File: src/rtl/alu8_pkg.sv
package alu8_pkg;

    localparam int DW  = 8;
    localparam int NIB = DW / 2;
    localparam int OPW = 4;
    localparam int CNDW = 4;

    // flag byte bit positions
    localparam int FB_C  = 0;
    localparam int FB_N  = 1;
    localparam int FB_PV = 2;
    localparam int FB_H  = 4;
    localparam int FB_Z  = 6;
    localparam int FB_S  = 7;

    typedef logic [DW-1:0] word_t;

    typedef enum logic [OPW-1:0] {
        OP_ADD = 4'd0,  OP_ADC = 4'd1,  OP_SUB = 4'd2,  OP_SBC = 4'd3,
        OP_AND = 4'd4,  OP_OR  = 4'd5,  OP_XOR = 4'd6,
        OP_RLC = 4'd7,  OP_RRC = 4'd8,  OP_RL  = 4'd9,  OP_RR  = 4'd10,
        OP_SLA = 4'd11, OP_SRA = 4'd12, OP_SRL = 4'd13,
        OP_SCF = 4'd14, OP_CCF = 4'd15
    } alu_op_e;

    typedef struct packed {
        logic s;
        logic z;
        logic h;
        logic pv;
        logic n;
        logic c;
    } flag_t;

    typedef struct packed {
        word_t res;
        flag_t fl;
    } unit_out_t;

    function automatic word_t pack_flags(flag_t f);
        word_t w;
        w        = '0;
        w[FB_S]  = f.s;
        w[FB_Z]  = f.z;
        w[FB_H]  = f.h;
        w[FB_PV] = f.pv;
        w[FB_N]  = f.n;
        w[FB_C]  = f.c;
        return w;
    endfunction

    function automatic flag_t unpack_flags(word_t w);
        flag_t f;
        f.s  = w[FB_S];
        f.z  = w[FB_Z];
        f.h  = w[FB_H];
        f.pv = w[FB_PV];
        f.n  = w[FB_N];
        f.c  = w[FB_C];
        return f;
    endfunction

    // 1 when the byte holds an even number of ones
    function automatic logic even_parity(word_t w);
        return ~^w;
    endfunction

    function automatic logic is_arith(alu_op_e op);
        return (op == OP_ADD) || (op == OP_ADC) || (op == OP_SUB) || (op == OP_SBC);
    endfunction

    function automatic logic is_logic(alu_op_e op);
        return (op == OP_AND) || (op == OP_OR) || (op == OP_XOR);
    endfunction

    function automatic logic is_carry_op(alu_op_e op);
        return (op == OP_SCF) || (op == OP_CCF);
    endfunction

endpackage

File: src/rtl/alu8_addsub.sv
module alu8_addsub
    import alu8_pkg::*;
(
    input  word_t     a,
    input  word_t     b,
    input  logic      cin,
    input  logic      use_cin,
    input  logic      do_sub,
    output unit_out_t out
);
    logic          ci;
    logic [DW:0]   full;
    logic [NIB:0]  low;
    word_t         r;
    logic          ovf;

    assign ci = cin & use_cin;

    always_comb begin
        if (do_sub) begin
            full = {1'b0, a} - {1'b0, b} - {{DW{1'b0}}, ci};
            low  = {1'b0, a[NIB-1:0]} - {1'b0, b[NIB-1:0]} - {{NIB{1'b0}}, ci};
        end else begin
            full = {1'b0, a} + {1'b0, b} + {{DW{1'b0}}, ci};
            low  = {1'b0, a[NIB-1:0]} + {1'b0, b[NIB-1:0]} + {{NIB{1'b0}}, ci};
        end
    end

    assign r = full[DW-1:0];

    // signed overflow from operand and result sign bits
    always_comb begin
        if (do_sub)
            ovf = (a[DW-1] != b[DW-1]) && (r[DW-1] != a[DW-1]);
        else
            ovf = (a[DW-1] == b[DW-1]) && (r[DW-1] != a[DW-1]);
    end

    always_comb begin
        out.res   = r;
        out.fl.s  = r[DW-1];
        out.fl.z  = (r == '0);
        out.fl.h  = low[NIB];
        out.fl.pv = ovf;
        out.fl.n  = do_sub;
        out.fl.c  = full[DW];
    end
endmodule

File: src/rtl/alu8_logic.sv
module alu8_logic
    import alu8_pkg::*;
(
    input  alu_op_e   op,
    input  word_t     a,
    input  word_t     b,
    output unit_out_t out
);
    word_t r;

    always_comb begin
        unique case (op)
            OP_AND:  r = a & b;
            OP_OR:   r = a | b;
            default: r = a ^ b;
        endcase
    end

    always_comb begin
        out.res   = r;
        out.fl.s  = r[DW-1];
        out.fl.z  = (r == '0);
        out.fl.h  = 1'b0;
        out.fl.pv = even_parity(r);
        out.fl.n  = 1'b0;
        out.fl.c  = 1'b0;
    end
endmodule

File: src/rtl/alu8_rotate.sv
module alu8_rotate
    import alu8_pkg::*;
(
    input  alu_op_e   op,
    input  word_t     a,
    input  logic      cin,
    output unit_out_t out
);
    logic  go_left;
    logic  fill;
    logic  cout;
    word_t r;

    assign go_left = (op == OP_RLC) || (op == OP_RL) || (op == OP_SLA);

    // bit entering the vacated end
    always_comb begin
        unique case (op)
            OP_RLC:  fill = a[DW-1];
            OP_RL:   fill = cin;
            OP_RRC:  fill = a[0];
            OP_RR:   fill = cin;
            OP_SRA:  fill = a[DW-1];
            default: fill = 1'b0;
        endcase
    end

    always_comb begin
        if (go_left) begin
            r    = {a[DW-2:0], fill};
            cout = a[DW-1];
        end else begin
            r    = {fill, a[DW-1:1]};
            cout = a[0];
        end
    end

    always_comb begin
        out.res   = r;
        out.fl.s  = r[DW-1];
        out.fl.z  = (r == '0);
        out.fl.h  = 1'b0;
        out.fl.pv = even_parity(r);
        out.fl.n  = 1'b0;
        out.fl.c  = cout;
    end
endmodule

File: src/rtl/alu8_cond.sv
module alu8_cond
    import alu8_pkg::*;
(
    input  word_t            flags,
    output logic [CNDW-1:0]  cond
);
    assign cond = {flags[FB_S], flags[FB_PV], flags[FB_Z], flags[FB_C]};
endmodule

File: src/rtl/acc_alu8.sv
module acc_alu8
    import alu8_pkg::*;
(
    input  logic        clk,
    input  logic        rst,
    input  logic        in_valid,
    input  logic [3:0]  op_i,
    input  logic [7:0]  a_i,
    input  logic [7:0]  b_i,
    input  logic [7:0]  flags_i,
    output logic        out_valid,
    output logic [7:0]  result_o,
    output logic [7:0]  flags_o,
    output logic [3:0]  cond_o
);
    alu_op_e   op;
    flag_t     fin;
    unit_out_t arith_q, logic_q, rot_q, cfl_q, sel;
    logic      sub_op, carry_used;
    word_t     res_r, flg_r;
    logic      vld_r;

    assign op         = alu_op_e'(op_i);
    assign fin        = unpack_flags(flags_i);
    assign sub_op     = (op == OP_SUB) || (op == OP_SBC);
    assign carry_used = (op == OP_ADC) || (op == OP_SBC);

    alu8_addsub u_addsub (
        .a       (a_i),
        .b       (b_i),
        .cin     (fin.c),
        .use_cin (carry_used),
        .do_sub  (sub_op),
        .out     (arith_q)
    );

    alu8_logic u_logic (
        .op  (op),
        .a   (a_i),
        .b   (b_i),
        .out (logic_q)
    );

    alu8_rotate u_rotate (
        .op  (op),
        .a   (a_i),
        .cin (fin.c),
        .out (rot_q)
    );

    // carry set / complement keeps S, Z, P/V
    always_comb begin
        cfl_q.res   = a_i;
        cfl_q.fl    = fin;
        cfl_q.fl.h  = 1'b0;
        cfl_q.fl.n  = 1'b0;
        cfl_q.fl.c  = (op == OP_SCF) ? 1'b1 : ~fin.c;
    end

    always_comb begin
        if (is_arith(op))
            sel = arith_q;
        else if (is_logic(op))
            sel = logic_q;
        else if (is_carry_op(op))
            sel = cfl_q;
        else
            sel = rot_q;
    end

    always_ff @(posedge clk) begin
        if (rst) begin
            res_r <= '0;
            flg_r <= '0;
            vld_r <= 1'b0;
        end else begin
            vld_r <= in_valid;
            if (in_valid) begin
                res_r <= sel.res;
                flg_r <= pack_flags(sel.fl);
            end
        end
    end

    alu8_cond u_cond (
        .flags (flg_r),
        .cond  (cond_o)
    );

    assign result_o  = res_r;
    assign flags_o   = flg_r;
    assign out_valid = vld_r;
endmodule

File: config.mk
export PLATFORM = sky130hd
export DESIGN_NAME = acc_alu8
export DESIGN_NICKNAME = d
export VERILOG_FILES = /design/src/rtl/alu8_pkg.sv /design/src/rtl/alu8_addsub.sv /design/src/rtl/alu8_logic.sv /design/src/rtl/alu8_rotate.sv /design/src/rtl/alu8_cond.sv /design/src/rtl/acc_alu8.sv
export SDC_FILE = /design/constraint.sdc
export NUM_CORES = 1
export LEC_CHECK = 0
export ABC_AREA = 1
export CORE_UTILIZATION = 57
export DETAILED_ROUTE_END_ITERATION = 12
export GPL_TIMING_DRIVEN = 0
export PLACE_DENSITY_LB_ADDON = 0.15
export SYNTH_ARGS = -nofsm -noshare
export SYNTH_HDL_FRONTEND = slang
export SYNTH_HIERARCHICAL = 1
export SYNTH_SLANG_ARGS = --single-unit
File: constraint.sdc
create_clock -name clk -period 3.22 [get_ports clk]
set_clock_uncertainty 0.1 [all_clocks]
set_input_delay 0.483 -clock clk [delete_from_list [all_inputs] [get_ports clk]]
set_output_delay 0.483 -clock clk [all_outputs]
set_load 0.005 [all_outputs]
==> impl_table.tex, run 1 <==
\begin{tabular}{lr}
\hline
Metric & Value \\
\hline
\multicolumn{2}{l}{\textbf{Critical path}} \\
\quad Worst reg2reg path depth & 2 \\
\quad Worst reg2reg startpoint & flags\_o[1]\$\_SDFFE\_PP0P\_ \\
\quad Worst R2R Setup Slack & 2460 ps \\
\quad Worst Path Arrival & 3110 ps \\
\quad Data required time of the worst path & 3300 ps \\
\quad Critical Path Fanout Max & 4 \\
\quad Type of element launching the critical path & input pin \\
\quad Crit Path Class & input pin to flip-flop \\
\quad Endpoint class of the critical path & flip-flop \\
\quad Capturing point of the worst reg2reg path & flags\_o[1]\$\_SDFFE\_PP0P\_ \\
\multicolumn{2}{l}{\textbf{Clock tree}} \\
\quad TritonCTS clock tree & built \\
\quad Clock insertion delay at the later pin of the skew report & 250 ps \\
\quad Master cell of the clock root buffer & sky130\_fd\_sc\_hd\_\_clkbuf\_8 \\
\quad Max H-tree Level & 1 \\
\quad Number of clock buffers inserted by TritonCTS & 3 \\
\quad Hold bufs inserted after CTS & 0 \\
\quad Clock net sink count & 15 \\
\quad Clock slew seen by the registers of the worst setup and hold paths & 60 ps \\
\quad Deepest clock path buffer count & 2 \\
\multicolumn{2}{l}{\textbf{Synthesis}} \\
\quad Syn Area/Cell & 6.04 um\^{}2 \\
\quad Number of synthesized register bits & 15 \\
\quad Synthesized cell area & 3600 um\^{}2 \\
\quad Top area cells in the synthesized netlist & sky130\_fd\_sc\_hd\_\_nand2\_1 16\%, sky130\_fd\_sc\_hd\_\_ha\_1 16\%, sky130\_fd\_sc\_hd\_\_inv\_1 12\% \\
\quad Fraction of synthesized cell area taken by the top area cell type & 16.4\% \\
\quad Number of enable flip-flop cells after synthesis & 0 \\
\quad Sequential cell area fraction in the yosys report & 8.34\% \\
\quad Mapped Cells & 596 \\
\quad Count of cell types in the netlist & 39 \\
\quad Number of warnings reported in the yosys synthesis log & 6 \\
\quad Post-synth top area cell & sky130\_fd\_sc\_hd\_\_nand2\_1 \\
\quad Share of synthesized registers carrying an async set or reset & 0\% \\
\quad Most used DFF post-synth & sky130\_fd\_sc\_hd\_\_dfxtp\_1 \\
\multicolumn{2}{l}{\textbf{STA}} \\
\quad Smallest hold slack & 371 ps \\
\quad Final critical-path share of the clock period & 94.0\% \\
\quad Total count of max-transition violations in the final report & 0 \\
\quad Worst slew margin & 53.5\% \\
\quad Final-report setup violation count & 0 \\
\quad Shortest clock period the worst path allows after layout & 3030 ps \\
\quad Peak clock frequency supported by timing & 0.330 GHz \\
\quad Transition time at the pin with the least slew margin & 697 ps \\
\quad Hold Violations, Final & 0 \\
\multicolumn{2}{l}{\textbf{Hold path}} \\
\quad Hold Crit Depth & 2 \\
\quad Worst hold start & result\_o[7]\$\_SDFFE\_PP0P\_ \\
\quad Class of the most critical hold timing path & flip-flop to flip-flop \\
\quad Endpoint of the worst hold-timing path & result\_o[7]\$\_SDFFE\_PP0P\_ \\
\multicolumn{2}{l}{\textbf{Detailed routing}} \\
\quad Post-route DRC violation count & 0 \\
\quad Via Count & 3,666 \\
\quad Antenna Nets Post-Route & 0 \\
\quad DRT Wirelength & 8970 um \\
\quad DR pass1 iterations & 5 \\
\quad Vias per Instance & 5.04 \\
\quad Initial detailed-routing violation count & 173 \\
\quad WL/cell & 12.3 um \\
\multicolumn{2}{l}{\textbf{Cells and area}} \\
\quad Final Net Count & 733 \\
\quad Most common cell after layout, fill and taps aside & sky130\_fd\_sc\_hd\_\_nand2\_1 \\
\quad Area Overhead vs Synth & 17.9\% \\
\quad Number of fill cells in the layout & 543 \\
\quad Commonest cells after routing, fill and taps aside & 154 x sky130\_fd\_sc\_hd\_\_nand2\_1, 113 x sky130\_fd\_sc\_hd\_\_inv\_1, 45 x sky130\_fd\_sc\_hd\_\_ha\_1, 44 x sky130\_fd\_sc\_hd\_\_nor2\_1, 44 x sky130\_fd\_sc\_hd\_\_nand3\_1 \\
\quad Diodes inserted & 0 \\
\quad Final design instance area without fill & 4240 um\^{}2 \\
\quad Layout cell share with drive strength beyond 1 & 17.9\% \\
\multicolumn{2}{l}{\textbf{Floorplan}} \\
\quad Die Height & 81.5 um \\
\quad Starting Density & 60.1\% \\
\quad Standard cell core area & 5990 um\^{}2 \\
\quad Top-Level Pins & 52 \\
\quad \# rows & 28 \\
\quad Die span in x & 81.5 um \\
\quad Overall die area & 6640 um\^{}2 \\
\multicolumn{2}{l}{\textbf{GRT}} \\
\quad First-pass GRT wire length & 15,000 um \\
\quad Number of antenna violations at the first check in global routing & 0 \\
\quad Vias in the first global route & 3,332 \\
\quad Total track usage & 28.9\% \\
\quad Largest net degree at the start of global routing & 20 \\
\quad GR Overflow Total & 0 \\
\multicolumn{2}{l}{\textbf{Pwr}} \\
\quad Portion of total power attributed to combinational logic & 65.4\% \\
\quad Static leakage power & 2.45 nW \\
\quad Switching fraction of total power & 44.0\% \\
\quad Maximum resistive drop on vdd & 0.223 mV \\
\quad Internal Pwr Total & 587 uW \\
\quad Power share of the sequential group & 20.0\% \\
\quad Sw power & 461 uW \\
\quad Clock Power Share & 14.6\% \\
\quad Power density over the cells & 247 nW/um\^{}2 \\
\multicolumn{2}{l}{\textbf{Place}} \\
\quad Routability congestion estimate from global placement & 0.871 \\
\quad Instance area at placement & 4160 um\^{}2 \\
\quad Placed wire-length estimate after detailed placement & 7300 um \\
\quad I/O Buffers & 45 \\
\multicolumn{2}{l}{\textbf{Flow run}} \\
\quad Count of maximum capacitance violations & 0 \\
\multicolumn{2}{l}{\textbf{Outcome}} \\
\quad Run status & completed \\
\hline
\end{tabular}
-- logic make-up (layout without fill, tap and decap cells) --
| group | count (synthesis) | count (layout) | share of synthesized area [%] |
|---|---|---|---|
| buf+inv | 169 | 221 | 21.8 |
| flops | 15 | 15 | 8.34 |
| simple gates | 302 | 302 | 40.5 |
| compound gates | 49 | 49 | 9.00 |
| xor+xnor | 9 | 9 | 2.19 |
| fa+ha+maj | 49 | 49 | 17.9 |
| other cells | 3 | 7 | 0.313 |
-- registers in the layout, summed over array words and instances, names as in the netlist --
signal     cells
result_o       8
flags_o        6
out_valid      1
-- metal layers --
| layer | share of wire [%] | vias to the layer above | global-route usage [%] |
|---|---|---|---|
| li1 | - | 1912 | - |
| met2 | 48 | 97 | 52.7 |
| met4 | 2.2 | 0 | 9.29 |
| met1 | 45 | 1638 | 36.4 |
| met5 | 0 | - | 0 |
| met3 | 4.7 | 19 | 0.778 |
-- final cells by class --
class | instances | area, um^2 | share of cell area [%]
Buffer | 32 | 268 | 6.31
Clock buffer | 4 | 45.0 | 1.06
Inverter | 136 | 515 | 12.1
Multi-Input combinational cell | 416 | 2550 | 60.1
Sequential cell | 15 | 300 | 7.08
Tap cell | 75 | 93.8 | 2.21
Timing Repair Buffer | 49 | 470 | 11.1
-- synthesized netlist by cell type (all sizes together), types with 2 or more instances --
master,count
nand2,168
inv,135
nand3,57
nor2,53
ha,45
buf,31
a21oi,27
o21ai,16
dfxtp,15
nand4,15
nand3b,8
xnor2,7
fa,4
conb,3
o211ai,3
clkbuf,2
xor2,2
-- worst max-delay path, cell delays in order --
cell	delay [ps]
sky130_fd_sc_hd__clkdlybuf4s50_1	610
sky130_fd_sc_hd__inv_1	100
sky130_fd_sc_hd__fa_2	570
sky130_fd_sc_hd__inv_1	60
sky130_fd_sc_hd__ha_1	290
sky130_fd_sc_hd__xnor2_1	140
sky130_fd_sc_hd__o21ai_1	100
sky130_fd_sc_hd__nor2_1	110
sky130_fd_sc_hd__nand3_1	80
sky130_fd_sc_hd__nor2_1	100
sky130_fd_sc_hd__nand2_1	60
sky130_fd_sc_hd__nor2_2	80
sky130_fd_sc_hd__nor2_1	50
sky130_fd_sc_hd__nor2_1	100
sky130_fd_sc_hd__nand2_1	70
sky130_fd_sc_hd__a21oi_1	110
-- worst max-delay path by stage --
stage	slack [ps]	endpoint	from	cells after the start
final	190	flags_o[6]$_SDFFE_PP0P_	b_i[0]	16
after global routing	-20	flags_o[2]$_SDFFE_PP0P_	op_i[2]	25
after CTS	10	flags_o[2]$_SDFFE_PP0P_	a_i[7]	17
after detailed placement	-870	flags_o[2]$_SDFFE_PP0P_	op_i[3]	24
after global placement	-810	flags_o[2]$_SDFFE_PP0P_	op_i[3]	24
after floorplan	240	flags_o[6]$_SDFFE_PP0P_	op_i[2]	19
-- metrics by stage --
| step | TNS, ps | setup WS, ps | power (mW) | utilization (%) | cells |
|---|---|---|---|---|---|
| detailed placement | -7460 | -866 | 0.887 | 69.4 | 720 |
| floorplan | 0 | 240 | 0.688 | - | 600 |
| global route | -15.8 | -15.8 | 1.15 | 70.8 | 727 |
| CTS | 0 | 14.6 | 1.04 | 70.1 | 723 |
| global placement | -6900 | -812 | 0.870 | 69.4 | 720 |
| finish | 0 | 192 | 1.05 | 70.8 | 727 |
-- repair_timing --
item	CTS	global route
gates resized for setup	14	18
pin swaps	0	1
setup buffers	0	4
endpoints found under the setup margin	13	7
hold endpoints to repair	0	0
-- power groups by stage --
stage	clock network, mW	registers (mW)	logic [mW]
floorplan	0	0.215	0.473
global placement	0	0.213	0.657
detailed placement	0	0.214	0.673
CTS	0.156	0.210	0.674
global route	0.166	0.212	0.773
finish	0.153	0.210	0.685
No activity file was read; power rests on OpenSTA's default activity.
==> inputs of run 2 (changes only) <==
PLACE_DENSITY = 0.83   (was not set)
PLACE_DENSITY_LB_ADDON = not set   (was 0.15)
==> run 2 against run 1 <==
  * Total power grew 3.9%
  * Clock power grew 5%
  * Routed wire length grew 3.0%
  * First-iteration DRC count grew 27%
  * Critical path type unchanged
  * Critical endpoint unchanged
  * Highest routed layer unchanged
==> impl_table.tex, run 2 (synthesized netlist as in run 1, its figures left out) <==
\begin{tabular}{lr}
\hline
Metric & Value \\
\hline
\multicolumn{2}{l}{\textbf{Cells and area}} \\
\quad Commonest cells after routing, fill and taps aside & 153 x sky130\_fd\_sc\_hd\_\_nand2\_1, 111 x sky130\_fd\_sc\_hd\_\_inv\_1, 44 x sky130\_fd\_sc\_hd\_\_nor2\_1, 44 x sky130\_fd\_sc\_hd\_\_nand3\_1, 44 x sky130\_fd\_sc\_hd\_\_ha\_1 \\
\quad Number of fill cells in the layout & 522 \\
\quad Fin cells & 735 \\
\quad Layout cell share with drive strength beyond 1 & 19.8\% \\
\quad Multi-input combinational cell area & 2580 um\^{}2 \\
\quad Final Net Count & 741 \\
\quad Post-route core utilization & 72.7\% \\
\quad Diodes inserted & 0 \\
\quad Largest register FFs & 8 \\
\quad Area Overhead vs Synth & 21.0\% \\
\quad Final design instance area without fill & 4360 um\^{}2 \\
\quad Most common cell after layout, fill and taps aside & sky130\_fd\_sc\_hd\_\_nand2\_1 \\
\quad FF/Latch Area & 300 um\^{}2 \\
\multicolumn{2}{l}{\textbf{GRT}} \\
\quad Vias in the first global route & 3,350 \\
\quad First-pass GRT wire length & 14,900 um \\
\quad Number of antenna violations at the first check in global routing & 0 \\
\quad Largest net degree at the start of global routing & 13 \\
\quad GR Overflow Total & 0 \\
\quad Total track usage & 28.8\% \\
\multicolumn{2}{l}{\textbf{Critical path}} \\
\quad Most frequent CP cell & sky130\_fd\_sc\_hd\_\_nor2\_1 \\
\quad CP max stage delay & 530 ps \\
\quad Cell with the largest stage delay on the worst path & sky130\_fd\_sc\_hd\_\_fa\_2 \\
\quad Worst reg2reg path depth & 2 \\
\quad Worst Path Arrival & 3130 ps \\
\quad Data required time of the worst path & 3310 ps \\
\quad Worst reg2reg startpoint & result\_o[5]\$\_SDFFE\_PP0P\_ \\
\quad Critical Path Fanout Max & 6 \\
\quad Worst R2R Setup Slack & 2440 ps \\
\quad Crit Path Class & input pin to flip-flop \\
\quad Endpoint class of the critical path & flip-flop \\
\quad Critical path cell sequence & buf\_8, buf\_6, nor2\_4, clkinv\_4, buf\_8, nor2\_4, nand2\_2, fa\_2, fa\_2, o21a\_1, nand3\_1, nor2\_1, nand3\_1, nor2\_1, nand2\_1, nor2\_2, nor2\_1, nor2\_1, nand2\_1, a21oi\_1 \\
\quad Type of element launching the critical path & input pin \\
\quad Capturing point of the worst reg2reg path & result\_o[5]\$\_SDFFE\_PP0P\_ \\
\multicolumn{2}{l}{\textbf{Clock tree}} \\
\quad Clock net sink count & 15 \\
\quad Number of clock buffers inserted by TritonCTS & 3 \\
\quad Clock insertion delay at the later pin of the skew report & 260 ps \\
\quad TritonCTS clock tree & built \\
\quad Master cell of the clock root buffer & sky130\_fd\_sc\_hd\_\_clkbuf\_8 \\
\quad Clock slew seen by the registers of the worst setup and hold paths & 60 ps \\
\quad Max H-tree Level & 1 \\
\quad Deepest clock path buffer count & 2 \\
\quad Hold bufs inserted after CTS & 0 \\
\multicolumn{2}{l}{\textbf{STA}} \\
\quad Total count of max-transition violations in the final report & 0 \\
\quad Peak clock frequency supported by timing & 0.329 GHz \\
\quad Hold Violations, Final & 0 \\
\quad Final critical-path share of the clock period & 94.3\% \\
\quad Shortest clock period the worst path allows after layout & 3040 ps \\
\quad Total negative slack & 0 ps \\
\quad Final-report setup violation count & 0 \\
\quad Transition time at the pin with the least slew margin & 688 ps \\
\quad Smallest setup slack after layout & 183 ps \\
\quad Setup repair after global routing missed its margin & true \\
\quad Smallest hold slack & 367 ps \\
\quad Worst slew margin & 54.0\% \\
\multicolumn{2}{l}{\textbf{Pwr}} \\
\quad Power density over the cells & 250 nW/um\^{}2 \\
\quad PnR Total Power & 1.09 mW \\
\quad Static leakage power & 2.50 nW \\
\quad Maximum resistive drop on vdd & 0.236 mV \\
\multicolumn{2}{l}{\textbf{Floorplan}} \\
\quad \# rows & 28 \\
\quad Starting Density & 60.1\% \\
\quad Overall die area & 6640 um\^{}2 \\
\quad Die Height & 81.5 um \\
\quad Standard cell core area & 5990 um\^{}2 \\
\quad Die span in x & 81.5 um \\
\quad Top-Level Pins & 52 \\
\multicolumn{2}{l}{\textbf{Detailed routing}} \\
\quad Post-route DRC violation count & 0 \\
\quad Initial detailed-routing violation count & 220 \\
\quad WL/cell & 12.6 um \\
\quad Vias per Instance & 5.08 \\
\quad DR pass1 iterations & 5 \\
\quad Antenna Nets Post-Route & 0 \\
\quad DRT Wirelength & 9250 um \\
\quad Via Count & 3,733 \\
\multicolumn{2}{l}{\textbf{Place}} \\
\quad Placed wire-length estimate after detailed placement & 7460 um \\
\quad Instance area at placement & 4160 um\^{}2 \\
\quad DP Worst Slack & -871 ps \\
\quad Instance count after placement with tap cells included & 720 \\
\quad Routability congestion estimate from global placement & 0.878 \\
\quad I/O Buffers & 45 \\
\multicolumn{2}{l}{\textbf{Hold path}} \\
\quad Hold Crit Depth & 2 \\
\quad Worst hold start & result\_o[7]\$\_SDFFE\_PP0P\_ \\
\quad Endpoint of the worst hold-timing path & result\_o[7]\$\_SDFFE\_PP0P\_ \\
\quad Class of the most critical hold timing path & flip-flop to flip-flop \\
\multicolumn{2}{l}{\textbf{Outcome}} \\
\quad Run status & completed \\
\multicolumn{2}{l}{\textbf{Flow run}} \\
\quad Count of maximum capacitance violations & 0 \\
\hline
\end{tabular}
## run 2: what timing repair did
action	4_1_cts	5_1_grt
gates resized for setup	15	30
setup endpoints to repair	13	7
hold endpoints to repair	0	0
pin swaps	0	13
cloned	0	0
buffers inserted	0	11
## run 2: per-layer routing
metal	GRT usage [%]	vias to the layer above	share of wire, %
met3	1.22	23	3.9
met4	8.75	0	2.6
met2	54.3	95	49
met5	0	-	0
met1	34.8	1683	45
li1	-	1932	-
## run 2: final cells by class
type                            instances  area share (%)
Buffer                                 33            6.49
Clock buffer                            3           0.947
Clock inverter                          1           0.115
Inverter                              136            11.8
Multi-Input combinational cell        416            59.2
Sequential cell                        15            6.89
Tap cell                               75            2.15
Timing Repair Buffer                   56            12.3
## run 2: how the worst max path moves through the flow
stage | startpoint | end | slack, ps | cells after the start
5_1_grt | op_i[2] | flags_o[6]$_SDFFE_PP0P_ | -30 | 22
3_3_place_gp | op_i[3] | flags_o[2]$_SDFFE_PP0P_ | -810 | 24
2_1_floorplan | op_i[2] | flags_o[6]$_SDFFE_PP0P_ | 240 | 19
4_1_cts | op_i[2] | flags_o[2]$_SDFFE_PP0P_ | 5 | 26
3_5_place_dp | op_i[3] | flags_o[2]$_SDFFE_PP0P_ | -870 | 25
6_report | op_i[2] | flags_o[6]$_SDFFE_PP0P_ | 180 | 20
## run 2: critical path: cells and delay by family
family	cells	cell delay (ps)
AOI/OAI and AO/OA	2	250
adders and majority gates	2	920
buffers and inverters	4	450
and+or+nand+nor	12	1020
## run 2: where the power goes
part	total (mW)	switching (mW)	internal, mW	leakage [nW]
clock network	0.160	0.0740	0.0861	0.0255
registers	0.210	0.00887	0.201	0.124
logic	0.718	0.399	0.319	2.35
